===== config.mk =====
export PLATFORM = sky130hd
export DESIGN_NAME = gpio_irq_ctrl
export DESIGN_NICKNAME = d
export VERILOG_FILES = /design/src/rtl/gpio_pkg.sv /design/src/rtl/gpio_sync.sv /design/src/rtl/gpio_trig_detect.sv /design/src/rtl/gpio_irq_latch.sv /design/src/rtl/gpio_irq_ctrl.sv
export SDC_FILE = /design/constraint.sdc
export NUM_CORES = 1
export LEC_CHECK = 0
export ABC_AREA = 1
export BUFFER_PORTS_ARGS = -buffer_cell sky130_fd_sc_hd__buf_2
export CAP_MARGIN = 5
export CORE_MARGIN = 3
export CORE_UTILIZATION = 59
export CTS_CLUSTER_DIAMETER = 60
export CTS_CLUSTER_SIZE = 14
export DETAILED_ROUTE_END_ITERATION = 8
export HOLD_SLACK_MARGIN = 0.1
export PLACE_DENSITY = 0.8
export SLEW_MARGIN = 15
export SYNTH_ARGS = -nofsm -noshare
export SYNTH_HDL_FRONTEND = slang
export SYNTH_SLANG_ARGS = --single-unit

===== constraint.sdc =====
create_clock -name clk -period 1.2 [get_ports clk]
set_input_delay 0.24 -clock clk [delete_from_list [all_inputs] [get_ports clk]]
set_output_delay 0.24 -clock clk [all_outputs]
set_load 0.01 [all_outputs]

===== src/rtl/gpio_pkg.sv =====
`timescale 1ns/1ps
package gpio_pkg;
  localparam int ADDR_W = 6;
  localparam int DATA_W = 32;
  localparam int IDX_W  = ADDR_W - 2;

  // word indices; software decodes these positions
  localparam logic [IDX_W-1:0] IDX_LEVEL = 4'd0;
  localparam logic [IDX_W-1:0] IDX_DIR   = 4'd1;
  localparam logic [IDX_W-1:0] IDX_EN    = 4'd2;
  localparam logic [IDX_W-1:0] IDX_RAW   = 4'd3;
  localparam logic [IDX_W-1:0] IDX_PEND  = 4'd4;
  localparam logic [IDX_W-1:0] IDX_ACK   = 4'd5;
  localparam logic [IDX_W-1:0] IDX_EDGE  = 4'd6;
  localparam logic [IDX_W-1:0] IDX_POL   = 4'd7;
  localparam logic [IDX_W-1:0] IDX_VER   = 4'd8;
  localparam logic [IDX_W-1:0] IDX_BOTH  = 4'd9;
endpackage


===== src/rtl/gpio_sync.sv =====
`timescale 1ns/1ps
module gpio_sync #(
  parameter int W      = 32,
  parameter int STAGES = 2
) (
  input  logic         clk,
  input  logic         rst_n,
  input  logic [W-1:0] din,
  output logic [W-1:0] dout
);
  logic [W-1:0] stage [STAGES];

  always_ff @(posedge clk or negedge rst_n) begin
    if (!rst_n) stage[0] <= '0;
    else        stage[0] <= din;
  end

  for (genvar k = 1; k < STAGES; k++) begin : g_chain
    always_ff @(posedge clk or negedge rst_n) begin
      if (!rst_n) stage[k] <= '0;
      else        stage[k] <= stage[k-1];
    end
  end

  assign dout = stage[STAGES-1];
endmodule


===== src/rtl/gpio_trig_detect.sv =====
`timescale 1ns/1ps
module gpio_trig_detect #(
  parameter int NPINS    = 32,
  parameter bit HAS_BOTH = 1'b1
) (
  input  logic             clk,
  input  logic             rst_n,
  input  logic [NPINS-1:0] lvl,
  input  logic [NPINS-1:0] edge_sel,
  input  logic [NPINS-1:0] pol,
  input  logic [NPINS-1:0] both,
  output logic [NPINS-1:0] event_o
);
  logic [NPINS-1:0] prev_q;

  always_ff @(posedge clk or negedge rst_n) begin
    if (!rst_n) prev_q <= '0;
    else        prev_q <= lvl;
  end

  for (genvar i = 0; i < NPINS; i++) begin : g_pin
    logic rise, fall, lvl_hit, edge_hit;
    assign rise    = lvl[i] & ~prev_q[i];
    assign fall    = ~lvl[i] & prev_q[i];
    assign lvl_hit = pol[i] ? lvl[i] : ~lvl[i];
    if (HAS_BOTH) begin : g_both
      assign edge_hit = both[i] ? (rise | fall) : (pol[i] ? rise : fall);
    end else begin : g_single
      assign edge_hit = pol[i] ? rise : fall;
    end
    assign event_o[i] = edge_sel[i] ? edge_hit : lvl_hit;
  end
endmodule


===== src/rtl/gpio_irq_latch.sv =====
`timescale 1ns/1ps
module gpio_irq_latch #(
  parameter int NPINS = 32
) (
  input  logic             clk,
  input  logic             rst_n,
  input  logic [NPINS-1:0] event_i,
  input  logic             clr_valid,
  input  logic [NPINS-1:0] clr_mask,
  output logic [NPINS-1:0] status_o
);
  logic [NPINS-1:0] keep;

  assign keep = clr_valid ? ~clr_mask : '1;

  // event wins over a clear in the same cycle
  always_ff @(posedge clk or negedge rst_n) begin
    if (!rst_n) status_o <= '0;
    else        status_o <= (status_o & keep) | event_i;
  end
endmodule


===== src/rtl/gpio_irq_ctrl.sv =====
`timescale 1ns/1ps
module gpio_irq_ctrl
  import gpio_pkg::*;
#(
  parameter int NPINS         = 32,
  parameter int SYNC_STAGES   = 2,
  parameter bit HAS_BOTH_EDGE = 1'b1
) (
  input  logic              clk,
  input  logic              rst_n,
  input  logic              req_valid,
  output logic              req_ready,
  input  logic              req_write,
  input  logic [ADDR_W-1:0] req_addr,
  input  logic [DATA_W-1:0] req_wdata,
  output logic              rsp_valid,
  output logic [DATA_W-1:0] rsp_rdata,
  input  logic [NPINS-1:0]  pin_in,
  output logic [NPINS-1:0]  pin_out,
  output logic [NPINS-1:0]  pin_oe,
  output logic              irq
);
  localparam logic [DATA_W-1:0] VERSION = HAS_BOTH_EDGE ? 32'd3 : 32'd2;

  logic [NPINS-1:0] out_q, dir_q, en_q, edge_q, pol_q, both_q;
  logic [NPINS-1:0] sync_lvl, trig_ev, status_q, pend;
  logic [NPINS-1:0] wfield;
  logic [IDX_W-1:0] idx;
  logic             wr, rd, clr_valid;
  logic [1:0]       unused_lsb;

  assign unused_lsb = req_addr[1:0];
  assign idx        = req_addr[ADDR_W-1:2];
  assign wr         = req_valid & req_write;
  assign rd         = req_valid & ~req_write;
  assign wfield     = req_wdata[NPINS-1:0];
  assign req_ready  = 1'b1;

  always_ff @(posedge clk or negedge rst_n) begin
    if (!rst_n) begin
      out_q  <= '0;
      dir_q  <= '1;
      en_q   <= '0;
      edge_q <= '0;
      pol_q  <= '1;
    end else if (wr) begin
      case (idx)
        IDX_LEVEL: out_q  <= wfield;
        IDX_DIR:   dir_q  <= wfield;
        IDX_EN:    en_q   <= wfield;
        IDX_EDGE:  edge_q <= wfield;
        IDX_POL:   pol_q  <= wfield;
        default: ;
      endcase
    end
  end

  if (HAS_BOTH_EDGE) begin : g_both_reg
    always_ff @(posedge clk or negedge rst_n) begin
      if (!rst_n)                    both_q <= '0;
      else if (wr && idx == IDX_BOTH) both_q <= wfield;
    end
  end else begin : g_no_both
    assign both_q = '0;
  end

  gpio_sync #(.W(NPINS), .STAGES(SYNC_STAGES)) u_sync (
    .clk(clk), .rst_n(rst_n), .din(pin_in), .dout(sync_lvl)
  );

  gpio_trig_detect #(.NPINS(NPINS), .HAS_BOTH(HAS_BOTH_EDGE)) u_detect (
    .clk(clk), .rst_n(rst_n), .lvl(sync_lvl), .edge_sel(edge_q),
    .pol(pol_q), .both(both_q), .event_o(trig_ev)
  );

  assign clr_valid = wr && (idx == IDX_ACK);

  gpio_irq_latch #(.NPINS(NPINS)) u_latch (
    .clk(clk), .rst_n(rst_n), .event_i(trig_ev), .clr_valid(clr_valid),
    .clr_mask(wfield), .status_o(status_q)
  );

  assign pend    = status_q & en_q;
  assign irq     = |pend;
  assign pin_out = out_q;
  assign pin_oe  = ~dir_q;

  logic [NPINS-1:0]  rfield;
  logic [DATA_W-1:0] rword;

  always_comb begin
    rfield = '0;
    rword  = '0;
    case (idx)
      IDX_LEVEL: rfield = (dir_q & sync_lvl) | (~dir_q & out_q);
      IDX_DIR:   rfield = dir_q;
      IDX_EN:    rfield = en_q;
      IDX_RAW:   rfield = status_q;
      IDX_PEND:  rfield = pend;
      IDX_EDGE:  rfield = edge_q;
      IDX_POL:   rfield = pol_q;
      IDX_BOTH:  rfield = both_q;
      IDX_VER:   rword  = VERSION;
      default: ;
    endcase
    rword[NPINS-1:0] = rword[NPINS-1:0] | rfield;
  end

  always_ff @(posedge clk or negedge rst_n) begin
    if (!rst_n) begin
      rsp_valid <= 1'b0;
      rsp_rdata <= '0;
    end else begin
      rsp_valid <= rd;
      if (rd) rsp_rdata <= rword;
    end
  end
endmodule


* Word-level counts from Yosys, hierarchy flattened
Cells that the tools add are included.
** Storage, ports and cells
- Flip-flop bits (word level) :: 353
- Output and inout port bits :: 99
- Logic and storage cells :: 333
- Input port bits :: 74
** Operators by class
- Mux-type cells :: 131
- Reductions and logical operators :: 9
- Eq/ne operators :: 9
- Bitwise gates (word level) :: 172
** Operator list (number)
- $pmux 32 s8 :: 1
- $and 32x32->32 :: 4
- $mux 1 :: 128
- $or 32x32->32 :: 3
- $and 1x1->1 :: 66
- $not 1->1 :: 65
- $not 32->32 :: 2
- $mux 32 :: 1
- $or 1x1->1 :: 32
- $reduce_or 32->1 :: 1
- $eq 4x3->1 const B :: 4
- $reduce_and 2->1 :: 5
- $eq 4x2->1 const B :: 2
- $eq 4x4->1 const B :: 2
- $eq 4x1->1 const B :: 1
- $logic_not 4->1 :: 1
- $logic_and 1x1->1 :: 2
- $mux 2 :: 1

* Longest topological paths before layout
- Depth in word-level cells :: 6
- Depth in mapped cells :: 10

* By module
A second synthesis with hierarchy kept.
** Second synthesis, totals
- Cells, all modules :: 2330
- Area total of the unflattened synthesis :: 17787.1 µm²
** By module, submodules not included
- gpio_irq_ctrl :: instances 1, sequential area each 5710.5 µm², area an instance 11227.0 µm², cells an instance 1527
- gpio_trig_detect :: instances 1, sequential area each 800.8 µm², area an instance 3403.3 µm², cells an instance 544
- gpio_sync :: instances 1, sequential area each 1601.5 µm², area an instance 1841.8 µm², cells an instance 96
- gpio_irq_latch :: instances 1, sequential area each 800.8 µm², area an instance 1315.0 µm², cells an instance 163

* Worst setup path before layout
No wires, ideal clock.
- Kind :: input to register
- Start :: in req_addr[5]
- End :: reg rsp_rdata[10]
- Buffers on the path :: 2
- Stages on the path :: 9
- Data arrival time :: 1157 ps
- Slack :: -23 ps
- Cell sequence :: nor2_1 > buf_2 > clkbuf_1 > nand3_1 > nand2_1 > nor2_1 > nand2_1 > nand2_1 > nand2_1
** Between the ends
- Cells in the longest elaborated chain, start to end :: 3
** RTL lines
- from (decl) :: RTL line gpio_irq_ctrl.sv:14 : input logic [ADDR_W-1:0] req_addr,
- $eq 4x4->1, or another cell as far along :: RTL line gpio_irq_ctrl.sv:94 : case (idx)
- $pmux 32 s8 (*) :: RTL line gpio_irq_ctrl.sv:94
- $or 32x32->32 (*) :: RTL line gpio_irq_ctrl.sv:106 : rword[NPINS-1:0] = rword[NPINS-1:0] | rfield;
- to (signal assigned) :: RTL line gpio_irq_ctrl.sv:115 : if (rd) rsp_rdata <= rword;
- to (decl) :: RTL line gpio_irq_ctrl.sv:17 : output logic [DATA_W-1:0] rsp_rdata,
Every way passes the cells marked *; elsewhere a longest branch is shown, timed or not.
A chain may end at the register's enable or synchronous reset.

* Worst setup path after layout
- Start :: reg u_latch.status_o[16]
- End :: out irq
** Between the ends
- Cells in the longest elaborated chain, start to end :: 2
** RTL lines
- from (decl) :: RTL line gpio_irq_latch.sv:10 : output logic [NPINS-1:0] status_o
- from (signal assigned) :: RTL line gpio_irq_latch.sv:19 : else status_o <= (status_o & keep) | event_i;
- $and 32x32->32 :: RTL line gpio_irq_ctrl.sv:83 : assign pend = status_q & en_q;
- $reduce_or 32->1 :: RTL line gpio_irq_ctrl.sv:84 : assign irq = |pend;
- to (decl) :: RTL line gpio_irq_ctrl.sv:21 : output logic irq
Every way passes these cells.

==> results.yml <==
yosys:
  ys_seq_elements: 353
  synth_top_area_frac: 0.4266
  seq_area_frac_synth: 0.5258
  synth_area_um2: 16950
  ys_types: 25
  synth_ff_type: "dfrtp_1"
  ys_warn_count: 0
  synth_edf_count: 0
  async_flop_share: 1.000
  syn_area_per_cell_um2: 8.162
  yosysTopAreaCell: "dfrtp_1"
  synthTopCellsByArea: "dfrtp_1, nand2_1, dfstp_2"
  synthCells: 2077
  syn_nets: 2215
floorplanning:
  core_um2: 28090
  dieWidth_um: 175.5
  dieArea_um2: 30800
  initial_core_util: 0.6036
  row_count: 61
  die_y_um: 175.5
  io_pins: 173
layout:
  layout.core_utilization: 0.8262
  area_growth_pct: 36.88
  nNetsFinal: 2694
  layout_commonest_cell: "nand2_1"
  layout.cells.non_filler: 2956
  final_cell_mix: "nand2_1, dfrtp_1, buf_4, o21ai_1, nand3_1"
  drive_gt1_frac: 0.3119
  antennaDiodeCount: 0
power_and_ir_drop:
  cellPowerDensity_nw_per_um2: 1426
  peakVddDrop_v: 0.001355
  power_frac_seq: 0.461
  power.switching_w: 0.01040
  p_int_w: 0.02270
  netSwitchingFraction: 0.3141
  p_comb_frac: 0.246
  clkPwrFrac: 0.293
  p_leak_nw: 11.83
critical_path:
  endpoint: "irq"
  crit_chain: "nand2_2 -> nand4_1 -> nor2_1 -> nand4_1 -> buf_2"
  slowest_delay_ns: 0.42
  r2r-start: "dir_q[31]"
  startpoint_type: "register"
  worstPathMaxFanout: 3
  reg2reg_slack_ns: -0.20
  rr_worst_depth: 10
  reg2reg_to: "rsp_rdata[31]"
  cp_common_cell: "nand4_1"
  crit_arrival_ns: 2.09
  path_class: "register to output port"
  crit_path_end_kind: "output port"
  crit_start: "u_latch.status_o[16]"
  critPathRequiredTime_ns: 0.96
  cp_slowest_cell: "dfrtp_1"
placed_design:
  dp_hpwl_mm: 32.28
  place.gp.congestion: 0.8903
  place_inst: 2705
  io_buffers: 169
hold_path:
  hold_class: "primary input to register"
outcome:
  violations: "setup timing"
  status: "finished with violations"
clock_tree:
  h-tree-depth: 1
  clockBufferDepth: 3
  clock-sinks: 353
  cts_tree: "yes"
  cts_root_buf: "clkbuf_16"
  cts.clk_slew.worst_paths_ns: 0.07
  cts_made_buffers: 31
  clock_latency_ns: 0.57
route:
  wl_per_cell_um: 19.80
  firstDrtPassIters: 6
  drc: 0
  wirelength_mm: 58.52
  ant_nets: 0
  drt_iter0_drc: 2377
  vias: 17450
  vias_per_cell: 5.903
timing:
  skew_ns: 0.01421
  hold_viol_final: 0
  period_share: 1.942
  max_freq_mhz: 429.2
  finalSetupViolCount: 127
  setup_slack_ns: -1.130
  drv_slew: 0
  period_needed_ns: 2.330
  hold_ws_ns: 0.1777
  grt_setup_unrepaired: "true"
grt:
  grt_pass1_wl_mm: 84.97
  antenna_found_initial: 3
  grt-ovfl-total: 0
  gr-usage-all-layers: 0.3426
  grt_max_degree: 61
  grt_pass1_vias: 16770
run:
  drv_cap: 0
[layout make-up]
cell class,instances,area (µm²)
clock buffers,48,859.6
clock inverters,7,71.32
fillers,1530,4882
inverters,186,698.2
multi-input cells,1454,7510
flip-flops and latches,353,8941
well taps,378,473.0
repair buffers,530,4652
[metrics by stage]
| step | total power [W] | cell area [µm²] | setup WS, ns | setup TNS [ns] |
|---|---|---|---|---|
| global placement | 0.02058 | 19750 | -0.5392 | -46.13 |
| finish | 0.03309 | 23200 | -1.130 | -23.36 |
| floorplan | 0.01809 | 16950 | 0.01222 | 0 |
| detailed placement | 0.02089 | 19750 | -0.4662 | -53.92 |
| CTS | 0.03177 | 22330 | -1.017 | -21.60 |
| global route | 0.03442 | 23200 | -1.059 | -28.08 |
[worst min path at each step]
stage / start / end / slack, ns / depth (start not counted)
global route: req_addr[5] / rsp_rdata[1] / 0.20 / 5
global placement: rst_n / u_sync.dout[11] / 0.09 / 1
finish: req_addr[5] / rsp_rdata[1] / 0.18 / 5
floorplan: rst_n / both_q[0] / -0.06 / 0
detailed placement: rst_n / u_sync.dout[11] / 0.09 / 1
CTS: req_addr[5] / rsp_rdata[1] / 0.16 / 5
[power by group through the flow]
stage	combinational, W	sequential (W)	clock, W
6_report	0.00813	0.0153	0.00970
3_5_place_dp	0.00555	0.0153	0
4_1_cts	0.00710	0.0150	0.00963
2_1_floorplan	0.00290	0.0152	0
3_3_place_gp	0.00534	0.0152	0
5_1_grt	0.00880	0.0154	0.0102
[worst max-delay path, delay by kind of cell, from the launching register on]
kind	cells	cell delay, ns
AND/OR/NAND/NOR	4	0.83
buffers and inverters	1	0.26
flip-flops	1	0.42
[kinds of logic (layout without fill, tap and decap cells)]
| family | after synthesis | in the layout | share of synthesized area |
|---|---|---|---|
| buffers and inverters | 270 | 771 | 0.06480 |
| other | 1 | 1 | 0.0002212 |
| DFF | 353 | 353 | 0.5258 |
| and+or+nand+nor | 1054 | 1054 | 0.2527 |
| adders and majority gates | 64 | 64 | 0.04724 |
| xor gates and xnor gates | 19 | 19 | 0.009816 |
| AOI/OAI and AO/OA | 316 | 316 | 0.09942 |
[routing by layer]
layer / GRT usage / up-vias / share of wire
met3: 0.05966 / 379 / 0.099
li1: - / 7598 / -
met1: 0.4357 / 8172 / 0.35
met5: 0 / - / 0.00055
met4: 0.1788 / 6 / 0.070
met2: 0.5662 / 1293 / 0.48
[Yosys cell counts (16+ instances only)]
library cell  number
nand2_1          781
dfrtp_1          289
inv_1            180
o21ai_1          147
nand3_1          143
o21ai_0          123
nor2_1            91
dfstp_2           64
ha_1              64
buf_2             53
clkbuf_1          24
o221ai_1          19
xor2_1            19
nand3b_1          16
[timing repair]
item | 4_1_cts | 5_1_grt
pin swaps | 18 | 122
hold endpoints to repair | 526 | 0
cloned | 0 | 0
gates resized for setup | 111 | 211
hold buffers | 67 | 0
buffers inserted | 88 | 57
setup endpoints to repair | 120 | 161
No activity file was read; power rests on OpenSTA's default activity.
